[config.mk]
export PLATFORM = sky130hd
export DESIGN_NAME = trace_port_enc
export DESIGN_NICKNAME = d
export VERILOG_FILES = /design/src/rtl/trace_pkg.sv /design/src/rtl/trace_fifo.sv /design/src/rtl/trace_nibble_shifter.sv /design/src/rtl/trace_status_pick.sv /design/src/rtl/trace_port_enc.sv
export SDC_FILE = /design/constraint.sdc
export NUM_CORES = 1
export LEC_CHECK = 0
export ABC_AREA = 1
export BUFFER_PORTS_ARGS = -buffer_cell sky130_fd_sc_hd__buf_2
export CAP_MARGIN = 5
export CORE_ASPECT_RATIO = 0.8
export CORE_MARGIN = 10
export CORE_UTILIZATION = 30
export DETAILED_ROUTE_END_ITERATION = 10
export PLACE_DENSITY = 0.55
export SLEW_MARGIN = 10
export SYNTH_ARGS = -nofsm -noshare
export SYNTH_HDL_FRONTEND = slang
export SYNTH_SLANG_ARGS = --single-unit
[constraint.sdc]
create_clock -name clk -period 3.55 [get_ports clk]
set_input_delay 0.5325 -clock clk [delete_from_list [all_inputs] [get_ports clk]]
set_output_delay 0.5325 -clock clk [all_outputs]
set_load 0.01 [all_outputs]
[src/rtl/trace_pkg.sv]
package trace_pkg;
  localparam int OP_W  = 32;
  localparam int NIB_W = 4;

  localparam logic [3:0] ST_CONT = 4'h0;
  localparam logic [3:0] ST_XFER = 4'h8;
  localparam logic [3:0] ST_EXC  = 4'hC;
  localparam logic [3:0] ST_EMU  = 4'hD;
  localparam logic [3:0] ST_STOP = 4'hE;
  localparam logic [3:0] ST_HALT = 4'hF;

  typedef struct packed {
    logic [1:0]      nbm1;
    logic [OP_W-1:0] data;
  } op_entry_t;

  localparam int ENTRY_W = $bits(op_entry_t);
endpackage

[src/rtl/trace_fifo.sv]
module trace_fifo #(
  parameter int W     = 34,
  parameter int DEPTH = 4
) (
  input  logic         clk,
  input  logic         rst,
  input  logic         flush,
  input  logic         push,
  input  logic [W-1:0] wdata,
  input  logic         pop,
  output logic [W-1:0] rdata,
  output logic         empty,
  output logic         full
);
  localparam int AW = (DEPTH > 1) ? $clog2(DEPTH) : 1;
  localparam int CW = $clog2(DEPTH + 1);
  localparam logic [AW-1:0] LAST = AW'(DEPTH - 1);

  logic [W-1:0]  mem [DEPTH];
  logic [AW-1:0] wr_ptr, rd_ptr;
  logic [CW-1:0] count;
  logic          do_push, do_pop;

  assign empty   = (count == '0);
  assign full    = (count == CW'(DEPTH));
  assign do_push = push && !full;
  assign do_pop  = pop && !empty;
  assign rdata   = mem[rd_ptr];

  always_ff @(posedge clk) begin
    if (do_push) mem[wr_ptr] <= wdata;
  end

  always_ff @(posedge clk) begin
    if (rst || flush) begin
      wr_ptr <= '0;
      rd_ptr <= '0;
      count  <= '0;
    end else begin
      if (do_push) wr_ptr <= (wr_ptr == LAST) ? '0 : wr_ptr + 1'b1;
      if (do_pop)  rd_ptr <= (rd_ptr == LAST) ? '0 : rd_ptr + 1'b1;
      case ({do_push, do_pop})
        2'b10:   count <= count + 1'b1;
        2'b01:   count <= count - 1'b1;
        default: count <= count;
      endcase
    end
  end


  count_bound_chk: assert property (@(posedge clk) disable iff (rst)
    count <= CW'(DEPTH));


  no_overflow_chk: assert property (@(posedge clk) disable iff (rst)
    (full && push && !pop && !flush) |=> full);
endmodule

[src/rtl/trace_nibble_shifter.sv]
module trace_nibble_shifter #(
  parameter int OP_W = 32
) (
  input  logic            clk,
  input  logic            rst,
  input  logic            flush,
  input  logic            load,
  input  logic [OP_W-1:0] load_data,
  input  logic [1:0]      load_nbm1,
  output logic [3:0]      nib_q,
  output logic            free
);
  localparam int NIBS = OP_W / 4;
  localparam int CW   = $clog2(NIBS + 1);

  logic [OP_W-1:0] sh;
  logic [CW-1:0]   cnt;
  logic [CW-1:0]   load_cnt;

  assign free     = (cnt <= CW'(1));
  assign load_cnt = CW'({1'b0, load_nbm1} + 3'd1) << 1;

  always_ff @(posedge clk) begin
    if (rst || flush) begin
      sh    <= '0;
      cnt   <= '0;
      nib_q <= '0;
    end else begin
      if (cnt != '0) begin
        nib_q <= sh[3:0];
      end else begin
        nib_q <= '0;
      end
      if (load) begin
        sh  <= load_data;
        cnt <= load_cnt;
      end else if (cnt != '0) begin
        sh  <= sh >> 4;
        cnt <= cnt - 1'b1;
      end
    end
  end


  burst_len_chk: assert property (@(posedge clk) disable iff (rst)
    (load && !flush) |=> (cnt == CW'(2) * (CW'($past(load_nbm1)) + CW'(1))));


  flush_clear_chk: assert property (@(posedge clk) disable iff (rst)
    flush |=> (cnt == '0 && nib_q == 4'h0));
endmodule

[src/rtl/trace_status_pick.sv]
module trace_status_pick (
  input  logic       halt,
  input  logic       stop,
  input  logic       emu,
  input  logic       exc,
  input  logic       xfer_ready,
  input  logic [1:0] xfer_nbm1,
  input  logic       insn_valid,
  input  logic [2:0] insn_code,
  output logic [3:0] code,
  output logic       launch
);
  import trace_pkg::*;

  always_comb begin
    launch = 1'b0;
    if (halt)             code = ST_HALT;
    else if (stop)        code = ST_STOP;
    else if (emu)         code = ST_EMU;
    else if (exc)         code = ST_EXC;
    else if (xfer_ready) begin
      code   = ST_XFER | {2'b00, xfer_nbm1};
      launch = 1'b1;
    end
    else if (insn_valid)  code = {1'b0, insn_code};
    else                  code = ST_CONT;
  end
endmodule

[src/rtl/trace_port_enc.sv]
module trace_port_enc #(
  parameter int DEPTH = 4
) (
  input  logic        clk,
  input  logic        rst,
  input  logic        trace_off,
  input  logic        evt_halt,
  input  logic        evt_stop,
  input  logic        evt_emu,
  input  logic        evt_exc,
  input  logic        insn_valid,
  input  logic [2:0]  insn_code,
  input  logic        op_valid,
  input  logic [31:0] op_data,
  input  logic [1:0]  op_bytes,
  output logic [3:0]  pst,
  output logic [3:0]  ddata,
  output logic        tclk,
  output logic        stall
);
  import trace_pkg::*;

  op_entry_t  wr_ent, rd_ent;
  logic       f_empty, f_full;
  logic       sh_free, launch;
  logic [3:0] code, pst_q, nib;
  logic       en_q;

  assign wr_ent = '{nbm1: op_bytes, data: op_data};

  trace_fifo #(.W(ENTRY_W), .DEPTH(DEPTH)) fifo_i (
    .clk(clk), .rst(rst), .flush(trace_off),
    .push(op_valid && !trace_off), .wdata(wr_ent),
    .pop(launch), .rdata(rd_ent),
    .empty(f_empty), .full(f_full)
  );

  trace_status_pick pick_i (
    .halt(evt_halt), .stop(evt_stop), .emu(evt_emu), .exc(evt_exc),
    .xfer_ready(!f_empty && sh_free && !trace_off), .xfer_nbm1(rd_ent.nbm1),
    .insn_valid(insn_valid), .insn_code(insn_code),
    .code(code), .launch(launch)
  );

  trace_nibble_shifter #(.OP_W(OP_W)) shift_i (
    .clk(clk), .rst(rst), .flush(trace_off),
    .load(launch), .load_data(rd_ent.data), .load_nbm1(rd_ent.nbm1),
    .nib_q(nib), .free(sh_free)
  );

  always_ff @(posedge clk) begin
    if (rst) begin
      pst_q <= ST_CONT;
      en_q  <= 1'b0;
    end else begin
      pst_q <= trace_off ? ST_CONT : code;
      en_q  <= !trace_off;
    end
  end

  assign pst   = pst_q;
  assign ddata = nib;
  assign stall = f_full;
  assign tclk  = en_q & ~clk;


  halt_code_chk: assert property (@(posedge clk) disable iff (rst)
    (evt_halt && !trace_off) |=> (pst == ST_HALT));


  stop_code_chk: assert property (@(posedge clk) disable iff (rst)
    (evt_stop && !evt_halt && !trace_off) |=> (pst == ST_STOP));


  off_quiet_chk: assert property (@(posedge clk) disable iff (rst)
    trace_off |=> (pst == 4'h0 && ddata == 4'h0 && !stall));
endmodule

==> results.txt, run 1 <==
----------------------------------------------------
[Worst setup path]
  Family with the most delay on the worst path ... buffers and inverters
  Type of the worst setup path ... clock port to primary output
  Biggest cell delay along the critical path ... between 100 and 150 ps
  Maximum fanout count along the critical path ... 2
  WP buf/inv ... 3
  Worst endpoint required time ... 3020 ps
  CP cell instances ... clkbuf_16 > clkbuf_16 > nor2_1 > buf_2
  Critical Path AT ... around 2200 ps
  Critical Path Most Common Cell ... sky130_fd_sc_hd__clkbuf_16
  Crit path capture type ... primary output
  Slowest stage cell on the critical path ... sky130_fd_sc_hd__buf_2
  Startpoint kind of the worst setup timing path ... clock port

[Pwr]
  Static Leakage ... approximately 3.2 nW
  Share of power burned in the clock network ... 45.4%
  Fraction of power spent switching nets ... 22.07%
  Power share of the sequential group ... between 50% and 60%
  Maximum vdd ir drop ... 0.3072 mV
  Combinational share of power ... under 10%
  NetSw ... a little over 1 mW
  Power Total ... 4.645 mW
  Cell-internal power ... roughly 3.6 mW
  Power density over cell area ... 529.5 nW/µm²

[GRT]
  Wire length of the first global-routing pass ... 26610 µm
  Number of global-route vias before repair ... roughly 4800
  Initial antenna violation count ... 4
  Total congestion overflow ... 0
  Total global routing track utilization ... 10.79%
  Pin count of the biggest net entering global routing ... just over 70

[Final layout]
  Fraction of layout instances using a drive strength above 1 ... between 10% and 20%
  Area overhead of the layout relative to synthesis ... 17.18%
  Final nets ... roughly 790

[STA]
  Transition time at the pin with the least slew margin ... 921.0 ps
  Worst-case headroom to the max-slew limit ... approximately 39%
  Final sum of negative setup slack ... 0 ps
  Setup repair after global routing missed its margin ... no
  Final setup violation count ... 0
  Worst setup skew after layout ... around 11 ps
  Number of max-slew violations in the final report ... 0
  Number of hold violations in the final report ... 0

[Clocking]
  Hold bufs inserted after CTS ... 0
  Clock-pin slew on the worst setup and hold paths ... about 80 ps
  Number of instances resized during post-cts repair ... 0
  Clock latency on the worst-skew pair ... about 550 ps
  CTS tree ... built
  Setup Fix Bufs, Post-CTS ... 0

[Logic synthesis]
  Library cell with the largest summed area after synthesis ... sky130_fd_sc_hd__edfxtp_1
  Top-area cell type share of the netlist area ... 54.55%
  Most frequently used flop master after synthesis ... sky130_fd_sc_hd__edfxtp_1
  Unique masters post-synth ... 30
  Yosys warning total ... 0
  Synthesis-stage register bit count ... 190
  Net count after synthesis ... 737
  Cell Area, Synth ... 7487 µm²
  Cell with the most instances after synthesis ... sky130_fd_sc_hd__edfxtp_1
  Number of instances in the synthesized netlist ... 683
  Share of flip-flops with an asynchronous set or reset ... 0%
  Cell types with the largest area share after synthesis ... sky130_fd_sc_hd__edfxtp_1 (55%), sky130_fd_sc_hd__dfxtp_1 (14%), sky130_fd_sc_hd__nor2_1 (6.2%), sky130_fd_sc_hd__o21ai_0 (5.7%), sky130_fd_sc_hd__nand2_1 (3.8%)
  Per-instance average area after synthesis ... between 10 and 15 µm²
  Top cells by instance count after synthesis ... sky130_fd_sc_hd__edfxtp_1 (136), sky130_fd_sc_hd__nor2_1 (124), sky130_fd_sc_hd__o21ai_0 (86)
  Share of synthesized area occupied by flip-flops and latches ... just under 70%
  Number of synthesized flops with an enable pin ... 136

[Die]
  Number of top-level pins ... 56
  Die Footprint ... around 32000 µm²
  Starting density of the core ... 30.64%
  Floorplan Core Area ... 24440 µm²
  X dimension of the die ... between 150 and 200 µm
  Vertical die dimension ... about 160 µm
  Site Rows ... 51

[Hold path]
  Type of the most critical hold path ... input port to register

[Run]
  Max-capacitance violation count ... 0

[Drt]
  Routed vias/inst ... 4.634
  Count of unresolved DRC violations after routing ... 0
  Vias post-DR ... between 4000 and 5000
  Remaining number of nets flagged by the antenna check after routing ... 0
  Routed wire per std cell ... ~16 µm
  Starting DRC count in detailed routing ... 271
  Total detailed-routing wirelength ... 16600 µm
  Detailed Routing Iterations Pass 1 ... 4

[Placement]
  Post-DP HPWL ... 10110 µm
  Weighted congestion reported at the end of routability-driven placement ... approximately 0.76
  Count of port buffers added during placement ... 55

[Run status]
  Run status ... completed

----------------------------------------------------
[power groups by stage]
stage	Combinational [mW]	Clock, mW	Sequential, mW
3_3_place_gp	0.125	0.00608	2.46
3_5_place_dp	0.126	0.00608	2.46
5_1_grt	0.142	2.25	2.41
2_1_floorplan	0.0535	0.00347	2.46
4_1_cts	0.127	2.16	2.41
6_report	0.124	2.11	2.41
[logic make-up (layout without fill, tap and decap cells)]
kind of cell | Yosys count | count (layout) | share of synthesized area [%]
buffers and inverters | 72 | 137 | 4.412
AND/OR/NAND/NOR | 247 | 247 | 13.72
other | 0 | 1 | 0
AO/OA/AOI/OAI | 166 | 166 | 11.45
adder cells (fa/ha/maj) | 8 | 8 | 1.437
flip-flops | 190 | 190 | 68.98
[path summary, 6_finish.rpt]
check	startpoint	to	slack, ps	depth (start not counted)
setup reg to reg	register	shift_i.cnt[2]	1170	6
hold reg to reg	shift_i.cnt[0]	shift_i.cnt[0]	460	1
setup / recovery	clk	tclk	790	4
hold / removal	op_data[5]	fifo_i.mem[3][5]	190	1
[state kept, by name, summed over array words and instances (netlist names), named ones only]
name / flops
fifo_i.wr_ptr: 2
shift_i.nib_q: 4
fifo_i.count: 3
shift_i.cnt: 4
en_q: 1
shift_i.sh: 32
fifo_i.mem: 136
fifo_i.rd_ptr: 2
pst: 4
[area by class of cell]
class                           instances  area (µm²)
Multi-Input combinational cell        421        2022
Fill cell                            2404       15670
Antenna cell                            1       2.502
Timing Repair Buffer                   66       360.3
Inverter                               35       131.4
Clock inverter                         14       173.9
Clock buffer                           22       519.2
Tap cell                              318       397.9
Sequential cell                       190        5166
[cells in the final DEF, fill, tap and decap left out, drive strengths merged]
cell	n
clkbuf	21
dfxtp	54
ha	7
fa	1
clkinv	5
nor2	130
inv	41
o22ai	12
a211oi	1
buf	67
clkinvlp	2
nand3b	1
nand4	1
diode	1
nand2	78
nand3	33
o21ai	98
nor3	2
o211a	1
or2	2
a21oi	54
edfxtp	136
bufinv	1
[layer usage]
metal / vias to the layer above / share of wire (%) / track usage (%)
met4: 6 / 1.1 / 3.680
met3: 21 / 6.6 / 4.573
met5: - / 0.23 / 0
li1: 2470 / - / -
met2: 94 / 41 / 14.99
met1: 2354 / 51 / 14.66
[per-stage QoR]
step           hold slack, ps  setup slack [ps]  std cells  util, %  cell area (µm²)
6_report                190.8             791.5       1067    35.90             8773
5_1_grt                 171.4             761.4       1066    35.89             8771
3_3_place_gp            443.3              1052       1031    33.07             8083
3_5_place_dp            449.6              1052       1031    33.07             8083
4_1_cts                 169.5             780.8       1066    35.89             8771
2_1_floorplan           408.4             819.0        683        -             7487
(Power assumes the default switching activity.)
==> run 2, diff against run 1 <==
--- a/config.mk
+++ b/config.mk
@@ -12,7 +12,7 @@
 export CORE_MARGIN = 10
 export CORE_UTILIZATION = 30
 export DETAILED_ROUTE_END_ITERATION = 10
-export PLACE_DENSITY = 0.55
+export PLACE_DENSITY = 0.56
 export SLEW_MARGIN = 10
 export SYNTH_ARGS = -nofsm -noshare
 export SYNTH_HDL_FRONTEND = slang
==> constraint.sdc (replaced) <==
create_clock -name clk -period 2.35 [get_ports clk]
set_input_delay 0.3525 -clock clk [delete_from_list [all_inputs] [get_ports clk]]
set_output_delay 0.3525 -clock clk [all_outputs]
set_load 0.01 [all_outputs]
==> run 2 against run 1 <==
  * Clock power is 45% higher
  * Wire length up 3.1%
  * Register-to-register slack got worse by 770 ps
  * Clock skew is 2.3 ps higher
  * Sequential share of layout area down 1.0 points
  * Via count about the same
  * Combinational power rose by 71%
  * Utilization is 0.63 points higher
  * Sequential cell count is the same
  * Largest cell class unchanged
  * Largest power group unchanged
==> results.txt, run 2 (synthesized netlist as in run 1, its figures left out) <==
----------------------------------------------------
[Run status]
  Run status ... completed

[Worst setup path]
  Slowest stage cell on the critical path ... sky130_fd_sc_hd__buf_2
  Terminus of the critical flop-to-flop path ... fifo_i.count[2]
  Critical Path AT ... 1630 ps (-600 ps)
  Crit path capture type ... primary output
  Biggest cell delay along the critical path ... 130 ps (about the same)
  Startpoint of the worst-slack reg-to-reg timing path ... shift_i.cnt[3]
  Startpoint kind of the worst setup timing path ... clock port
  Maximum fanout count along the critical path ... 2 (unchanged)
  CP cell instances ... clkbuf_16 > clkbuf_16 > nor2_1 > buf_2
  Worst endpoint required time ... 2000 ps (-1020 ps)
  Critical Path Most Common Cell ... sky130_fd_sc_hd__clkbuf_16
  Logic depth of the worst register-to-register path ... 10 (+4)
  Critical Path Start ... clk
  Worst reg2reg setup slack ... 400 ps (-770 ps)
  CP endpoint ... tclk
  WP buf/inv ... 3 (unchanged)
  Type of the worst setup path ... clock port to primary output
  Stages on the worst setup path ... 4 (unchanged)
  Family with the most delay on the worst path ... buffers and inverters

[Final layout]
  Fillers ... 2391 (-0.54%)
  Commonest non-fill, non-tap cells in the layout ... sky130_fd_sc_hd__edfxtp_1 (136), sky130_fd_sc_hd__nor2_1 (120), sky130_fd_sc_hd__o21ai_0 (86)
  Non-Filler Instances ... 1080 (+1.2%)
  Commonest non-fill, non-tap cell in the layout ... sky130_fd_sc_hd__edfxtp_1
  Max FFs per register ... 136 (unchanged)
  FF/Latch Area ... 5166 µm² (unchanged)
  Fraction of layout instances using a drive strength above 1 ... 16.27% (-0.037 points)
  Largest registers ranked by flip-flop count ... fifo_i.mem x136, shift_i.sh x32
  Area overhead of the layout relative to synthesis ... 19.25%
  Final nets ... 804 (+1.9%)
  Final core area utilization ... 36.53% (+0.63 points)
  Largest reg by FF count ... fifo_i.mem
  Area used by multi-input combinational logic ... 2022 µm² (unchanged)
  Total inserted antenna cells ... 0 (-1)

[Clocking]
  Clock latency on the worst-skew pair ... 550 ps (about the same)
  CTS tree ... built
  Number of instances resized during post-cts repair ... 0 (unchanged)
  Clock-pin slew on the worst setup and hold paths ... 80 ps (about the same)

[Placement]
  Count of port buffers added during placement ... 55 (unchanged)
  Post-DP HPWL ... 10330 µm (+2.2%)
  Dpl cells ... 1035 (+0.39%)
  Weighted congestion reported at the end of routability-driven placement ... 0.7525 (-0.82%)

[Pwr]
  Static Leakage ... 3.238 nW (+2.0%)
  Maximum vdd ir drop ... 0.4789 mV (+56%)
  Power Total ... 6.903 mW (+49%)
  Power density over cell area ... 773.1 nW/µm² (+46%)

[Die]
  Starting density of the core ... 30.64% (unchanged)
  X dimension of the die ... 196.6 µm (unchanged)
  Floorplan Core Area ... 24440 µm² (unchanged)
  Die Footprint ... 31720 µm² (unchanged)
  Number of top-level pins ... 56 (unchanged)
  Site Rows ... 51 (unchanged)
  Vertical die dimension ... 161.3 µm (unchanged)

[Drt]
  Total detailed-routing wirelength ... 17110 µm (+3.1%)
  Vias post-DR ... 4949 (+0.081%)
  Count of unresolved DRC violations after routing ... 0 (unchanged)
  Routed vias/inst ... 4.582 (-1.1%)
  Detailed Routing Iterations Pass 1 ... 5 (+1)
  Routed wire per std cell ... 15.85 µm (+1.8%)
  Starting DRC count in detailed routing ... 331 (+22%)
  Remaining number of nets flagged by the antenna check after routing ... 0 (unchanged)

[GRT]
  Initial antenna violation count ... 1 (-3)
  Number of global-route vias before repair ... 4811 (+0.75%)
  Pin count of the biggest net entering global routing ... 71 (unchanged)
  Total global routing track utilization ... 11.02% (+0.23 points)
  Wire length of the first global-routing pass ... 26880 µm (+1.0%)
  Total congestion overflow ... 0 (unchanged)

[STA]
  Post-Route Hold Slack ... 20.39 ps (-170.4 ps)
  Worst setup skew after layout ... 12.89 ps (+2.286 ps)
  Number of hold violations in the final report ... 0 (unchanged)
  Worst-case headroom to the max-slew limit ... 59.84% (+21 points)
  Transition time at the pin with the least slew margin ... 601.0 ps (-320.0 ps)
  Final setup violation count ... 0 (unchanged)
  Number of max-slew violations in the final report ... 0 (unchanged)
  Setup repair after global routing missed its margin ... no

[Run]
  Max-capacitance violation count ... 0 (unchanged)

[Hold path]
  Type of the most critical hold path ... input port to register

----------------------------------------------------
[run 2: cell types whose count changed in the layout (fill, tap and decap cells not counted)]
cell / delta
sky130_fd_sc_hd__clkbuf_8: -1
sky130_fd_sc_hd__clkinv_1: +1
sky130_fd_sc_hd__dlygate4sd3_1: +11
sky130_fd_sc_hd__clkinv_8: -1
sky130_fd_sc_hd__diode_2: -1
sky130_fd_sc_hd__buf_12: +5
sky130_fd_sc_hd__buf_4: -1
sky130_fd_sc_hd__bufinv_16: -1
sky130_fd_sc_hd__inv_6: +3
sky130_fd_sc_hd__clkinvlp_4: -2
[run 2: where the power goes]
part           switching [mW]  internal [mW]
registers             0.00990           3.63
logic                   0.132         0.0798
clock network            1.42           1.63
[run 2: worst reg2reg max path: stages, from the launching register on]
cell                      delay, ps
sky130_fd_sc_hd__dfxtp_1        340
sky130_fd_sc_hd__nor2_4         170
sky130_fd_sc_hd__nand3_2        160
sky130_fd_sc_hd__nor2_4         130
sky130_fd_sc_hd__ha_1           150
sky130_fd_sc_hd__inv_1           60
sky130_fd_sc_hd__fa_1           370
sky130_fd_sc_hd__a21oi_1        130
sky130_fd_sc_hd__o21ai_0        110
sky130_fd_sc_hd__o21ai_0        150
sky130_fd_sc_hd__a21oi_1         50
[run 2: worst min-delay path by stage]
stage,from,to,slack (ps),cells after the start
floorplan,clk,tclk,400,1
global placement,shift_i.sh[2],shift_i.nib_q[2],420,2
detailed placement,shift_i.sh[0],shift_i.nib_q[0],430,2
CTS,op_data[27],fifo_i.mem[0][27],0.3,1
global route,op_data[30],fifo_i.mem[1][30],1,1
finish,op_data[28],fifo_i.mem[1][28],20,1
[run 2: area by class of cell]
cell class / instances / area share [%]
clock inverter: 14 / 1.598
sequential: 190 / 57.86
tap: 318 / 4.456
inverter: 35 / 1.471
multi-input combinational: 421 / 22.65
timing repair buffer: 81 / 6.306
clock buffer: 21 / 5.661
[run 2: stage by stage]
step | setup TNS (ps) | setup WS (ps) | cell area, µm²
detailed placement | 0 | 253.8 | 8175
CTS | 0 | 357.8 | 8879
global placement | 0 | 244.7 | 8175
finish | 0 | 369.1 | 8929
global route | 0 | 245.3 | 8929
floorplan | -35650 | -262.1 | 7487
[run 2: timing repair]
| action | 4_1_cts | 5_1_grt |
|---|---|---|
| hold endpoints to repair | 21 | 18 |
| hold buffers | 6 | 5 |
| buffers inserted | 0 | 0 |
[run 2: layer usage]
metal,share of wire [%],global-route usage (%)
met5,0.076,0
met2,42,14.97
met4,1.3,4.161
met1,51,15.24
met3,5.7,4.449
